## src/rtl/rx_frame_gate.sv

```systemverilog
module rx_frame_gate #(
  parameter int AW = 8,
  parameter int CRC_L = 32,
  parameter int CRC_S = 16
) (
  input  logic          clk,
  input  logic          rst_n,
  input  logic          arm,
  input  logic          crc_long,
  input  logic [AW-1:0] match_addr,
  input  logic [AW-1:0] match_mask,
  input  logic          sof,
  input  logic          eof,
  input  logic          bit_vld,
  input  logic          bit_in,
  input  logic          coll,
  input  logic          fifo_full,
  output logic          fifo_we,
  output logic [AW-1:0] fifo_wdata,
  output logic          rx_en,
  output logic          done,
  output logic          abort,
  output logic          overrun
);
  localparam int DL = CRC_L + AW;
  localparam int DS = CRC_S + AW;
  localparam int CW = $clog2(DL / AW) + 1;
  localparam int BW = $clog2(AW);

  typedef enum logic [1:0] {OFF, HUNT, ADDR, DATA} st_t;
  st_t st;

  logic [DL-1:0] sr;
  logic [BW-1:0] bcnt;
  logic [CW-1:0] nby;
  logic          long_q, wrote;

  wire [DL-1:0] sr_nx    = {sr[DL-2:0], bit_in};
  wire [AW-1:0] addr_nx  = sr_nx[AW-1:0];
  wire          byte_end = bit_vld && (bcnt == BW'(AW - 1));
  wire          addr_ok  = (((addr_nx ^ match_addr) & ~match_mask) == '0) || (&addr_nx);
  wire [CW-1:0] need     = long_q ? CW'(DL / AW - 1) : CW'(DS / AW - 1);
  wire [AW-1:0] out_byte = long_q ? sr_nx[DL-1 -: AW] : sr_nx[DS-1 -: AW];

  assign rx_en = (st != OFF);

  always_ff @(posedge clk or negedge rst_n) begin
    if (!rst_n) begin
      st <= OFF; sr <= '0; bcnt <= '0; nby <= '0; long_q <= 1'b0; wrote <= 1'b0;
      fifo_we <= 1'b0; fifo_wdata <= '0; done <= 1'b0; abort <= 1'b0; overrun <= 1'b0;
    end else begin
      fifo_we <= 1'b0;
      if (arm) begin
        done <= 1'b0; abort <= 1'b0; overrun <= 1'b0;
      end
      case (st)
        OFF:  if (arm) st <= HUNT;
        HUNT: if (sof) begin
          st <= ADDR; long_q <= crc_long; bcnt <= '0; nby <= '0; wrote <= 1'b0;
        end
        default: begin
          if (coll) begin
            if (wrote) begin abort <= 1'b1; st <= OFF; end
            else st <= HUNT;
          end else if (eof) begin
            if (wrote) begin done <= 1'b1; st <= OFF; end
            else st <= HUNT;
          end else if (bit_vld) begin
            sr   <= sr_nx;
            bcnt <= bcnt + 1'b1;
            if (byte_end) begin
              if (st == ADDR) begin
                if (addr_ok) begin st <= DATA; nby <= CW'(1); end
                else st <= HUNT;
              end else if (nby != need) begin
                nby <= nby + 1'b1;
              end else begin
                wrote <= 1'b1;
                if (fifo_full) overrun <= 1'b1;
                else begin fifo_we <= 1'b1; fifo_wdata <= out_byte; end
              end
            end
          end
        end
      endcase
    end
  end

  // a write only ever follows an armed cycle
  a_r2_write_needs_en: assert property (@(posedge clk) disable iff (!rst_n)
    fifo_we |-> $past(rx_en));
  // no write is issued into a full FIFO
  a_r9_no_write_full: assert property (@(posedge clk) disable iff (!rst_n)
    fifo_we |-> $past(!fifo_full));
  // completion disarms the receiver
  a_r7_done_disarms: assert property (@(posedge clk) disable iff (!rst_n)
    $rose(done) |-> !rx_en);
  // abort disarms the receiver
  a_r8_abort_disarms: assert property (@(posedge clk) disable iff (!rst_n)
    $rose(abort) |-> !rx_en);
  // one frame cannot both complete and abort
  a_r8_not_both: assert property (@(posedge clk) disable iff (!rst_n)
    !($rose(done) && $rose(abort)));
endmodule

```

## config.mk

```make
export PLATFORM = sky130hd
export DESIGN_NAME = rx_frame_gate
export DESIGN_NICKNAME = d
export VERILOG_FILES = /design/src/rtl/rx_frame_gate.sv
export SDC_FILE = /design/constraint.sdc
export NUM_CORES = 1
export LEC_CHECK = 0
export CAP_MARGIN = 20
export CORE_UTILIZATION = 38
export DETAILED_ROUTE_END_ITERATION = 7
export HOLD_SLACK_MARGIN = 0.03
export PLACE_DENSITY = 0.65
export SLEW_MARGIN = 25
export SYNTH_ARGS = -nofsm -noshare
export SYNTH_HDL_FRONTEND = slang
export SYNTH_SLANG_ARGS = --single-unit
```

## constraint.sdc

```tcl
create_clock -name clk -period 2.5 [get_ports clk]
set_input_delay 0.5 -clock clk [delete_from_list [all_inputs] [get_ports clk]]
set_output_delay 0.5 -clock clk [all_outputs]
set_load 0.005 [all_outputs]
```

==> flow_summary.ini <==
[setup_path]
rrSetupSlack_ns = 0.18
timing.critical_path.slowest_cell_delay_ns = 0.55
critical_path.cell_chain = inv_1 > ha_1 > or3b_4 > a221oi_4 > nand3b_4 > a221o_1
crit_path_start = st[1]
cp_top_family = compound AO/OA/AOI/OAI gates
ff2ff_path_depth = 6
cp_max_fo = 8
r2r_start = st[1]
crit_path_end_kind = flip-flop
crit_path_top_delay_cell = dfrtp_1
arrival_ns = 2.54
required_ns = 2.72
rr_endpoint = nby[3]
critPathBufInv = 1
start_kind = flip-flop
path_class = reg2reg

[sta]
fmax_mhz = 431
relSlewSlack_pct = 70.3
rsz0062_at_grt = no
period_needed_ns = 2.32
worst_pin_slew_ns = 0.446
hold_viol = 0
tns_ns = 0
final_max_slew_viol_count = 0
fin_worst_skew_ns = 0.00990
min_period_over_period_pct = 92.8
layout_setup_ws_ns = 0.180
finalSetupViolations = 0

[logic_synthesis]
synth_seq_cells = 62
synth_cell_types = 43
postSynthAreaPerCell_sq_um = 10.0
synth-edff-count = 0
synth_top_area_cell = dfrtp_1
ys_seq_area_share_pct = 53.2
ys_warn_count = 0
syn_inst = 291
synth_top_area_share_pct = 53.2
synth_nets = 323
synth_ff_type = dfrtp_1
synthTopCellsByCount = nand2_1, dfrtp_1, mux2_2
syn_area_sq_um = 2910
yosysMostFrequentCell = nand2_1
async_flop_share_pct = 100
synth_area_leaders = dfrtp_1, nand2_1, mux2_2

[floorplan]
start_util_pct = 39.8
fp.coreArea_sq_um = 7330
die_area_sq_um = 8020
io_pins = 39
fp.dieW_um = 89.6
std_cell_rows = 31
fp.dieH_um = 89.6

[pwr]
irDropWorstVdd_mv = 0.374
power_density_nw_per_um2 = 849
p_leak_uw = 0.00179
total_power_uw = 3100

[route]
drcViolationCount = 0
drt-total-wl_um = 5940
drtPass1Iterations = 4
antenna_left = 0
drtIter0Drc = 118
wl_per_cell_um = 13.4
avgViaCountPerCell = 4.94
num_vias = 2188

[cells_and_area]
num-fill-cells = 670
fin_util_pct = 49.8
area_delta_synth_final_pct = 25.3
num-nets-final = 371
multi_input_area_sq_um = 1290
n_antenna_cell = 0
final_cells = 443
drive_gt1_share_pct = 16.6
seqCellArea_sq_um = 1550

[outcome]
outcome = finished clean

[clocking]
clock_sinks = 62
clk_latency_ns = 0.34
cts_resized = 0
clk_pin_slew_worst_paths_ns = 0.08
cts_root_buffer = clkbuf_8
clockBufferDepth = 2
cts_hold_buf = 0
cts_tree = yes
cts_max_level = 3
post_cts_buffers = 0
cts_buffers = 9

[global_routing]
antenna_found_initial = 0
grt_max_degree = 40
grt_overflow_total = 0
grt_usage_pct = 17.1
first_global_vias = 2175
grt_pass1_wl_um = 10300

[hold_path]
hold_path.class = in2async

[placed_design]
hpwl_um = 4050
dp_cells = 427
place.gp.congestion = 0.858
place_ws_ns = 0.0608
io_buffers = 38

[job]
cap_violations = 0
[report_power, final]
group / switching, uW / internal (uW)
sequential: 154 / 1130
combinational: 472 / 433
clock: 435 / 472
[kinds of logic (layout without fill, tap and decap cells)]
group                      Yosys count  after routing  share of synthesized area [%]
and+or+nand+nor                    140            140                           21.6
DFF                                 62             62                           53.2
AOI/OAI and AO/OA                   32             32                           7.99
adders and majority gates            6              6                           2.58
xor gates and xnor gates             8              8                           2.40
muxes                               25             25                           9.66
buffers and inverters               18             71                           2.58
[worst reg2reg max path: stages (launching register included)]
cell and delay (ns):
dfrtp_1 0.55, inv_1 0.11, ha_1 0.24, or3b_4 0.43
a221oi_4 0.37, nand3b_4 0.14, a221o_1 0.36
[state kept, by name, summed over array words and instances (netlist names), 2 cells and up]
signal	count
bcnt	3
nby	4
sr	39
fifo_wdata	8
st	2
[worst max path at each step]
stage | depth (start not counted) | slack [ns] | to
4_1_cts | 6 | 0.19 | nby[3]
5_1_grt | 6 | 0.07 | nby[3]
2_1_floorplan | 7 | 0.31 | nby[3]
6_report | 6 | 0.18 | nby[3]
3_3_place_gp | 5 | 0.11 | nby[3]
3_5_place_dp | 5 | 0.06 | nby[3]
[metrics by stage]
stage          hold slack (ns)  instance area, sq um
2_1_floorplan            0.204                  2910
3_3_place_gp             0.448                  3450
3_5_place_dp             0.453                  3450
4_1_cts                  0.101                  3650
5_1_grt                  0.115                  3650
6_report                0.0980                  3650
[cells in the final DEF (no fill, tap or decap), types with 3 or more instances in the layout]
cell,netlist,layout
nand2_1,108,108
dfrtp_1,62,62
clkdlybuf4s50_1,0,37
mux2_2,22,22
clkbuf_8,0,9
inv_1,8,8
xnor2_1,8,8
buf_4,0,8
nor2_1,6,6
o22ai_1,6,6
o21ai_0,6,6
ha_1,6,6
nand3_1,4,4
a21oi_1,4,4
mux2_1,3,3
a31oi_1,3,3
a221o_1,3,3
nor3_1,3,3
inv_6,0,3
[layer usage]
layer | global-route usage, % | up-vias | part of all wire, %
met2 | 28.0 | 46 | 47
met4 | 4.18 | 0 | 0.91
li1 | - | 1077 | -
met3 | 5.48 | 7 | 4.7
met5 | 0 | - | 0
met1 | 22.1 | 1058 | 48
[area by class of cell]
| class | count | area share (%) |
|---|---|---|
| Sequential cell | 62 | 42.5 |
| Multi-Input combinational cell | 211 | 35.3 |
| Timing Repair Buffer | 47 | 12.5 |
| Clock buffer | 9 | 3.39 |
| Tap cell | 99 | 3.39 |
| Clock inverter | 7 | 2.19 |
| Inverter | 8 | 0.822 |
Power figures use the tool's default switching activity.
